===== src/rtl/ife_pkg.sv =====
package ife_pkg;
  typedef enum logic [1:0] {ST_IDLE, ST_REQ, ST_XFER} fsm_e;

  localparam logic [1:0] REG_CTRL = 2'd0;
  localparam logic [1:0] REG_BLO  = 2'd1;
  localparam logic [1:0] REG_BHI  = 2'd2;
  localparam logic [1:0] REG_CFG  = 2'd3;

  localparam int CTRL_INIT  = 0;
  localparam int CTRL_START = 1;
  localparam int CTRL_STOP  = 2;
  localparam int CTRL_DCLR  = 3;
  localparam int CFG_WIDE   = 0;
  localparam int CFG_IEN    = 1;
endpackage


===== src/rtl/ife_regs.sv =====
module ife_regs
  import ife_pkg::*;
#(
  parameter int HALF_W = 16
) (
  input  logic              clk_i,
  input  logic              rst_ni,
  input  logic              we_i,
  input  logic [1:0]        addr_i,
  input  logic [HALF_W-1:0] wdata_i,
  input  logic              busy_i,
  output logic [2*HALF_W-1:0] base_o,
  output logic              wide_o,
  output logic              ien_o,
  output logic              start_o,
  output logic              init_o,
  output logic              dclr_o
);
  logic [HALF_W-1:0] lo_q, hi_q;
  logic wide_q, ien_q, start_q;
  logic ctrl_wr;

  assign ctrl_wr = we_i && (addr_i == REG_CTRL);
  assign init_o  = ctrl_wr && wdata_i[CTRL_INIT];
  assign dclr_o  = ctrl_wr && wdata_i[CTRL_DCLR];

  always_ff @(posedge clk_i or negedge rst_ni) begin
    if (!rst_ni) begin
      lo_q <= '0; hi_q <= '0; wide_q <= 1'b0; ien_q <= 1'b0; start_q <= 1'b0;
    end else if (we_i) begin
      case (addr_i)
        REG_BLO: lo_q <= wdata_i;
        REG_BHI: hi_q <= wdata_i;
        REG_CFG: if (!busy_i) begin
          wide_q <= wdata_i[CFG_WIDE];
          ien_q  <= wdata_i[CFG_IEN];
        end
        default: begin
          // stop wins over start
          if (wdata_i[CTRL_STOP])       start_q <= 1'b0;
          else if (wdata_i[CTRL_START]) start_q <= 1'b1;
        end
      endcase
    end
  end

  assign base_o  = {hi_q, lo_q};
  assign wide_o  = wide_q;
  assign ien_o   = ien_q;
  assign start_o = start_q;
endmodule


===== src/rtl/ife_seq.sv =====
module ife_seq
  import ife_pkg::*;
#(
  parameter int AW       = 32,
  parameter int BEATS    = 2,
  parameter int WIDE_T   = 4,
  parameter int NARROW_T = 3,
  localparam int TW      = $clog2(WIDE_T),
  localparam int BW      = $clog2(BEATS),
  localparam int IDXW    = TW + BW,
  localparam int STRIDE  = BEATS * 4
) (
  input  logic          clk_i,
  input  logic          rst_ni,
  input  logic          init_i,
  input  logic          dclr_i,
  input  logic          wide_i,
  input  logic [AW-1:0] base_i,
  input  logic          gnt_i,
  input  logic          valid_i,
  output logic          req_o,
  output logic [AW-1:0] addr_o,
  output logic          busy_o,
  output logic          done_o,
  output logic          loaded_o,
  output logic          word_we_o,
  output logic [IDXW-1:0] word_idx_o
);
  fsm_e state_q;
  logic [AW-1:0] base_q;
  logic [TW-1:0] ten_q, last_ten;
  logic [BW-1:0] beat_q;
  logic wide_q, done_q, loaded_q;
  logic last_beat, start_fetch;

  assign last_ten    = wide_q ? TW'(WIDE_T - 1) : TW'(NARROW_T - 1);
  assign last_beat   = (beat_q == BW'(BEATS - 1));
  assign start_fetch = init_i && (state_q == ST_IDLE);
  assign word_we_o   = (state_q == ST_XFER) && valid_i;

  always_ff @(posedge clk_i or negedge rst_ni) begin
    if (!rst_ni) begin
      state_q <= ST_IDLE; base_q <= '0; ten_q <= '0; beat_q <= '0;
      wide_q <= 1'b0; done_q <= 1'b0; loaded_q <= 1'b0;
    end else begin
      if (dclr_i) done_q <= 1'b0;
      case (state_q)
        ST_IDLE: if (start_fetch) begin
          state_q <= ST_REQ; base_q <= base_i; wide_q <= wide_i;
          ten_q <= '0; beat_q <= '0; done_q <= 1'b0; loaded_q <= 1'b0;
        end
        ST_REQ: if (gnt_i) state_q <= ST_XFER;
        ST_XFER: if (valid_i) begin
          if (last_beat) begin
            beat_q <= '0;
            if (ten_q == last_ten) begin
              state_q <= ST_IDLE; done_q <= 1'b1; loaded_q <= 1'b1;
            end else begin
              state_q <= ST_REQ; ten_q <= ten_q + TW'(1);
            end
          end else begin
            beat_q <= beat_q + BW'(1);
          end
        end
        default: state_q <= ST_IDLE;
      endcase
    end
  end

  assign req_o      = (state_q == ST_REQ);
  assign addr_o     = base_q + AW'(ten_q) * AW'(STRIDE);
  assign busy_o     = (state_q != ST_IDLE);
  assign done_o     = done_q;
  assign loaded_o   = loaded_q;
  assign word_idx_o = {ten_q, beat_q};
endmodule


===== src/rtl/ife_unpack.sv =====
module ife_unpack #(
  parameter int DW   = 32,
  parameter int IDXW = 3,
  parameter int MW   = 16,
  parameter int LW   = 4,
  parameter int NAW  = 24
) (
  input  logic            clk_i,
  input  logic            rst_ni,
  input  logic            we_i,
  input  logic [IDXW-1:0] idx_i,
  input  logic            wide_i,
  input  logic [DW-1:0]   data_i,
  output logic [MW-1:0]   mode_o,
  output logic [DW-1:0]   rx_base_o,
  output logic [DW-1:0]   tx_base_o,
  output logic [LW-1:0]   rx_len_o,
  output logic [LW-1:0]   tx_len_o
);
  localparam int NLW = LW - 1;
  localparam logic [IDXW-1:0] IDX_MODE = IDXW'(0);
  localparam logic [IDXW-1:0] IDX_RX   = IDXW'(4);
  localparam logic [IDXW-1:0] IDX_TX   = IDXW'(5);

  logic [DW-1:0] n_base;
  logic [LW-1:0] n_len;
  assign n_base = DW'(data_i[NAW-1:0]);
  assign n_len  = LW'(data_i[DW-1 -: NLW]);

  always_ff @(posedge clk_i or negedge rst_ni) begin
    if (!rst_ni) begin
      mode_o <= '0; rx_base_o <= '0; tx_base_o <= '0; rx_len_o <= '0; tx_len_o <= '0;
    end else if (we_i) begin
      case (idx_i)
        IDX_MODE: begin
          mode_o <= data_i[MW-1:0];
          if (wide_i) begin
            rx_len_o <= data_i[23:20];
            tx_len_o <= data_i[31:28];
          end
        end
        IDX_RX: begin
          rx_base_o <= wide_i ? data_i : n_base;
          if (!wide_i) rx_len_o <= n_len;
        end
        IDX_TX: begin
          tx_base_o <= wide_i ? data_i : n_base;
          if (!wide_i) tx_len_o <= n_len;
        end
        default: ;
      endcase
    end
  end
endmodule


===== src/rtl/init_fetch_engine.sv =====
module init_fetch_engine
  import ife_pkg::*;
#(
  parameter int AW       = 32,
  parameter int DW       = 32,
  parameter int BEATS    = 2,
  parameter int WIDE_T   = 4,
  parameter int NARROW_T = 3,
  localparam int HALF_W  = AW / 2,
  localparam int IDXW    = $clog2(WIDE_T) + $clog2(BEATS)
) (
  input  logic              clk_i,
  input  logic              rst_ni,
  input  logic              reg_we_i,
  input  logic [1:0]        reg_addr_i,
  input  logic [HALF_W-1:0] reg_wdata_i,
  output logic              rd_req_o,
  output logic [AW-1:0]     rd_addr_o,
  input  logic              rd_gnt_i,
  input  logic              rd_valid_i,
  input  logic [DW-1:0]     rd_data_i,
  output logic [15:0]       mode_o,
  output logic [DW-1:0]     rx_base_o,
  output logic [DW-1:0]     tx_base_o,
  output logic [3:0]        rx_len_o,
  output logic [3:0]        tx_len_o,
  output logic              busy_o,
  output logic              done_o,
  output logic              irq_o,
  output logic              run_o
);
  logic [AW-1:0]   cfg_base;
  logic            cfg_wide, cfg_ien, start_q, init_pulse, dclr_pulse, loaded;
  logic            word_we;
  logic [IDXW-1:0] word_idx;

  ife_regs #(.HALF_W(HALF_W)) u_regs (
    .clk_i, .rst_ni, .we_i(reg_we_i), .addr_i(reg_addr_i), .wdata_i(reg_wdata_i),
    .busy_i(busy_o), .base_o(cfg_base), .wide_o(cfg_wide), .ien_o(cfg_ien),
    .start_o(start_q), .init_o(init_pulse), .dclr_o(dclr_pulse)
  );

  ife_seq #(.AW(AW), .BEATS(BEATS), .WIDE_T(WIDE_T), .NARROW_T(NARROW_T)) u_seq (
    .clk_i, .rst_ni, .init_i(init_pulse), .dclr_i(dclr_pulse), .wide_i(cfg_wide),
    .base_i(cfg_base), .gnt_i(rd_gnt_i), .valid_i(rd_valid_i), .req_o(rd_req_o),
    .addr_o(rd_addr_o), .busy_o(busy_o), .done_o(done_o), .loaded_o(loaded),
    .word_we_o(word_we), .word_idx_o(word_idx)
  );

  ife_unpack #(.DW(DW), .IDXW(IDXW)) u_unpack (
    .clk_i, .rst_ni, .we_i(word_we), .idx_i(word_idx), .wide_i(cfg_wide),
    .data_i(rd_data_i), .mode_o, .rx_base_o, .tx_base_o, .rx_len_o, .tx_len_o
  );

  assign irq_o = done_o && cfg_ien;
  assign run_o = start_q && loaded && !busy_o;
endmodule


===== config.mk =====
export PLATFORM = sky130hd
export DESIGN_NAME = init_fetch_engine
export DESIGN_NICKNAME = d
export VERILOG_FILES = /design/src/rtl/ife_pkg.sv /design/src/rtl/ife_regs.sv /design/src/rtl/ife_seq.sv /design/src/rtl/ife_unpack.sv /design/src/rtl/init_fetch_engine.sv
export SDC_FILE = /design/constraint.sdc
export NUM_CORES = 1
export LEC_CHECK = 0
export BUFFER_PORTS_ARGS = -buffer_cell sky130_fd_sc_hd__buf_2
export CORE_ASPECT_RATIO = 1.5
export CORE_MARGIN = 2
export CORE_UTILIZATION = 45
export CTS_BUF_LIST = sky130_fd_sc_hd__clkbuf_4
export CTS_CLUSTER_DIAMETER = 60
export DETAILED_ROUTE_END_ITERATION = 12
export GPL_TIMING_DRIVEN = 0
export PLACE_DENSITY_LB_ADDON = 0.12
export SYNTH_ARGS = -nofsm -noshare
export SYNTH_HDL_FRONTEND = slang
export SYNTH_SLANG_ARGS = --single-unit

===== constraint.sdc =====
create_clock -name clk_i -period 2.42 [get_ports clk_i]
set_input_delay 0.242 -clock clk_i [delete_from_list [all_inputs] [get_ports clk_i]]
set_output_delay 0.242 -clock clk_i [all_outputs]
set_load 0.02 [all_outputs]

; ---- Yosys cells after proc, flatten, opt, wreduce, memory -nomap -nowiden
; Index checks and enable logic that the tools add are counted.
[totals]
ff_bits = 163
input_bits = 55
out_inout_bits = 125
elab_cells = 105
[op_classes]
addsub = 3
eq_ne = 17
mux = 34
bitwise = 2
reduce_logical = 32
[ops]
columns = op, n
row1 = $add 32x5->32, 1
row2 = $mux 32, 1
row3 = $mux 2, 8
row4 = $pmux 4 s2, 2
row5 = $mux 1, 15
row6 = $mux 4, 3
row7 = $ne 2x2->1 const B, 6
row8 = $reduce_and 2->1, 6
row9 = $reduce_and 4->1, 3
row10 = $reduce_and 5->1, 2
row11 = $reduce_bool 2->1, 5
row12 = $reduce_and 3->1, 3
row13 = $logic_and 1x1->1, 8
row14 = $eq 2x2->1 const B, 3
row15 = $eq 3x3->1 const B, 2
row16 = $ne 2x1->1 const B, 3
row17 = $pmux 1 s2, 3
row18 = $pmux 2 s3, 1
row19 = $eq 2x1->1 const B, 2
row20 = $logic_not 2->1, 2
row21 = $pmux 2 s2, 1
row22 = $logic_not 3->1, 1
row23 = $reduce_or 3->1, 1
row24 = $add 2x1->2 const B, 1
row25 = other kinds (4), 5

; ---- Depth between registers and ports, before layout
[logic_depth]
depth_word = 8
depth_mapped = 9
mapped_depth_nobuf = 8

; ---- Hierarchy
; Synthesis repeated with hierarchy kept, for this count alone.
[unflattened]
cells_unflattened = 515
area_unflattened_um2 = 7140.6
[modules_own_cells]
columns = module, n_inst, cells_per_inst, area_each_um2, seq_area_each_um2
row1 = ife_unpack, 1, 236, 3434.5, 2202.1
row2 = ife_seq, 1, 196, 2230.9, 1001.0
row3 = ife_regs, 1, 81, 1460.2, 875.8
row4 = init_fetch_engine, 1, 2, 15.0, 0.0

; ---- Worst setup path before layout
; No wires, ideal clock.
[synth_path]
path_type = reg2out
from = register u_seq.ten_q[1]
to = output port rd_addr_o[17]
arrival_time_ns = 2.099
required_ns = 2.178
path_slack_ns = 0.079
stages_incl_launch_ff = 9
cell_sequence = dfrtp_1 > buf_6 > inv_4 > fa_1 > nor2b_1 > nand3_1 > nor3_1 > nand3_1 > xnor2_1
[synth_between]
elab_chain_cells = 1
[synth_lines]
columns = item, line
row1 = start: declaration, ife_seq.sv:31  ; logic [TW-1:0] ten_q, last_ten;
row2 = start signal: assignment, ife_seq.sv:43  ; state_q <= ST_IDLE; base_q <= '0; ten_q <= '0; beat_q <= '0;
row3 = start signal: assignment, ife_seq.sv:50  ; ten_q <= '0; beat_q <= '0; done_q <= 1'b0; loaded_q <= 1'b0;
row4 = start signal: assignment, ife_seq.sv:59  ; state_q <= ST_REQ; ten_q <= ten_q + TW'(1);
row5 = $add 32x5->32, ife_seq.sv:71  ; assign addr_o = base_q + AW'(ten_q) * AW'(STRIDE);
row6 = end: declaration, init_fetch_engine.sv:18  ; output logic [AW-1:0] rd_addr_o,
; No other way between the ends.

; ---- Worst setup path after layout
[layout_path]
from = register u_seq.ten_q[0]
to = output port rd_addr_o[13]
; Same word-level chain as after synthesis.

==> metrics <==
status=finished with violations; failing checks=setup timing; Worst-Margin Slew=around 700 ps; RSZ-0062 raised after global routing=yes; Internal=0.00651 W; FF-to-FF setup slack=310 ps; Avg WL per Cell=between 15 and 20 µm; Critical Path AT=2460 ps; sequential share of power=0.416; crit path max fanout=3; layout cells sized above 1=0.472; Worst Path Required=about 2200 ps; FF+latch count, synth=between 150 and 200; Root Driver=clkbuf_4; crit-path cells=ha_2 -> inv_2 -> fa_2 -> nor2b_4 -> nand3_4 -> buf_4 -> or3_1 -> nand2_2 -> buf_6; Initial Utilization=0.462; Die Y=between 150 and 200 µm; Reg2Reg Depth=5; CTS tree=built; Ys Warns=0; fmax=369 MHz; cts bufs inserted=17; most frequent cells in the layout=165 x buf_2, 162 x dfrtp_1, 115 x nand2_1, 108 x mux2_2, 49 x dlygate4sd3_1; largest net degree at the start of global routing=90; first-pass GRT wire length=26.9 mm; via count=just over 5000; vias in the first global route=5437; PnR Total Power=0.0106 W; H-Tree Depth=4; Post-Place Cell Area=8170 µm²; GRT Total Usage=0.207; Post-synth ARST share=1.00; Worst-Skew Late Latency=530 ps; hold path start=reg_wdata_i[0]; Post-DP HPWL=roughly 12 mm; initial antenna violation count=1; Clock Tree Buf Depth=2; Max Cap Violations=0; Starting DRT DRC Count=between 150 and 200; synthesized area per cell=12.3 µm²; syn nets=between 600 and 700; Setup-failing EPs final=22; RR Startpoint=u_seq.state_q[1]; Die X=around 110 µm; Clock Power Share=0.170; most common cell after layout, fill and taps aside=buf_2; final-report max-slew violation count=0; net switching power=0.00407 W; core box area=15100 µm²; hold path cells=2; vias per cell=just under 5; nature of the critical path startpoint=register; antenna-violating nets left=0; nets=890; drt pass-1 iters=4; CTS sink count=about 160; Post-synth EDFFs=0; final critical-path required period=2710 ps; die area=16600 µm²; Clock Skew=15.3 ps; row count=55; worst setup margin=-287 ps; DRC=0; Slowest cell on crit path=dfrtp_1; WHS=55.3 ps; Layout area overhead=33.8%; worst reg2reg path endpoint=u_unpack.mode_o[13]; Synth cell types=between 40 and 50; critical path class=reg -> out; post-route cell area=roughly 9400 µm²; CP max stage delay=380 ps; routability cong.=0.786; Final period util=1.12; Comb power frac=0.414; Leakage Power=4.75 nW; num ports=180; power density over the cells=1130 nW/µm²; Peak VDD IR=0.000598 V; final hold vios=0; routed wire length=16.7 mm; dominant synthesized flop cell=dfrtp_1; hold crit path type=in -> reg; Hold EP=u_regs.hi_q[0]; Slew Limit Headroom=0.535; Seq/Total Area, Yosys=0.583; CTS clk-pin slew, worst paths=130 ps; IO buf count=about 180; total gr overflow=0; Syn Inst Count=568; Worst setup EP type=primary output; synthesized area=6990 µm²; Sw Share=0.385
==> layout make-up <==
| type | count | area [µm²] |
|---|---|---|
| multi-input combinational | 367 | 2840 |
| tap | 199 | 249 |
| clock inverter | 12 | 181 |
| clock buffer | 19 | 143 |
| inverter | 10 | 42.5 |
| timing repair buffer | 245 | 1620 |
| antenna | 1 | 2.50 |
| buffer | 28 | 194 |
| fill | 1293 | 5790 |
| sequential | 163 | 4080 |
==> how the worst max path moves through the flow <==
stage / from / endpoint / slack (ps) / cells after the start
after global routing: u_seq.ten_q[0] / rd_addr_o[29] / -470 / 9
after detailed placement: u_seq.ten_q[1] / rd_addr_o[31] / -270 / 9
after CTS: u_seq.ten_q[0] / rd_addr_o[31] / -420 / 9
after global placement: rst_ni / u_regs.lo_q[11] / -1270 / 1
final: u_seq.ten_q[0] / rd_addr_o[13] / -290 / 9
after floorplan: u_seq.ten_q[1] / rd_addr_o[17] / 80 / 8
==> metal layers <==
layer	share of wire	GRT usage
met3	0.051	0.0466
met2	0.56	0.395
met1	0.38	0.228
met4	0.010	0.0570
met5	0	0
==> power groups by stage <==
stage / Clock [W] / Combinational [W] / Sequential [W]
finish: 0.00179 / 0.00439 / 0.00440
detailed placement: 0 / 0.00404 / 0.00443
global placement: 0 / 0.00397 / 0.00437
CTS: 0.00185 / 0.00432 / 0.00438
global route: 0.00195 / 0.00473 / 0.00454
floorplan: 0 / 0.00205 / 0.00496
==> per-stage QoR <==
stage	worst slack (ps)	setup TNS, ps	instances	utilization
after floorplan	79.4	0	568	-
after global placement	-1270	-206320	946	0.537
after detailed placement	-273	-2030	947	0.540
after CTS	-421	-5940	1036	0.607
after global routing	-466	-7900	1044	0.618
final	-287	-4330	1044	0.618
==> kinds of logic after synthesis <==
family                     after synthesis  share of synthesized area
buffers and inverters                   38                     0.0335
xor gates and xnor gates                28                     0.0351
muxes                                  114                      0.183
adders and majority gates                3                    0.00644
AOI/OAI and AO/OA                       42                     0.0387
DFF                                    163                      0.583
and+or+nand+nor                        180                      0.120
==> what timing repair did <==
| item | CTS | global route |
|---|---|---|
| resized for setup | 38 | 23 |
| hold buffers | 49 | 0 |
| setup endpoints to repair | 23 | 23 |
| cloned | 0 | 0 |
| hold endpoints to repair | 187 | 0 |
| buffers inserted | 9 | 7 |
| pin swaps | 17 | 21 |
==> registers in the layout (all words and copies together) (netlist names) <==
register,cells
u_seq.ten_q,2
u_seq.beat_q,1
u_unpack.rx_base_o,32
u_unpack.mode_o,16
u_regs.ien_o,1
u_unpack.tx_len_o,4
u_regs.hi_q,16
u_regs.wide_o,1
u_seq.state_q,2
u_regs.start_o,1
u_seq.base_q,32
u_seq.loaded_o,1
u_seq.wide_q,1
u_unpack.rx_len_o,4
u_unpack.tx_base_o,32
u_seq.done_o,1
u_regs.lo_q,16
==> cells in the mapped netlist, types with 2 or more instances <==
cell	n	area share
a21o_1	3	0.0032
a21oi_1	5	0.0036
a22o_1	4	0.0050
and2_1	2	0.0018
and3_1	4	0.0036
and4_1	2	0.0025
buf_2	7	0.0050
buf_4	5	0.0054
buf_6	6	0.0097
clkbuf_1	9	0.0048
dfrtp_1	163	0.58
ha_1	2	0.0036
inv_1	9	0.0048
mux2_2	108	0.17
mux2i_1	6	0.0086
nand2_1	117	0.063
nand2_2	4	0.0036
nand2b_1	2	0.0018
nand3_1	15	0.011
nand3b_1	2	0.0021
nand4_1	8	0.0072
nor2_1	8	0.0043
nor2_2	2	0.0018
o21ai_0	20	0.014
o21ai_2	8	0.010
or3_1	4	0.0036
xnor2_1	25	0.031
xor2_1	3	0.0038
==> worst max-delay path, delay by kind of cell, from the launching register on <==
family	cells	cell delay, ps
DFF	1	380
buffers and inverters	3	340
adders and majority gates	2	550
and+or+nand+nor	4	680
No activity file was read; power rests on OpenSTA's default activity.
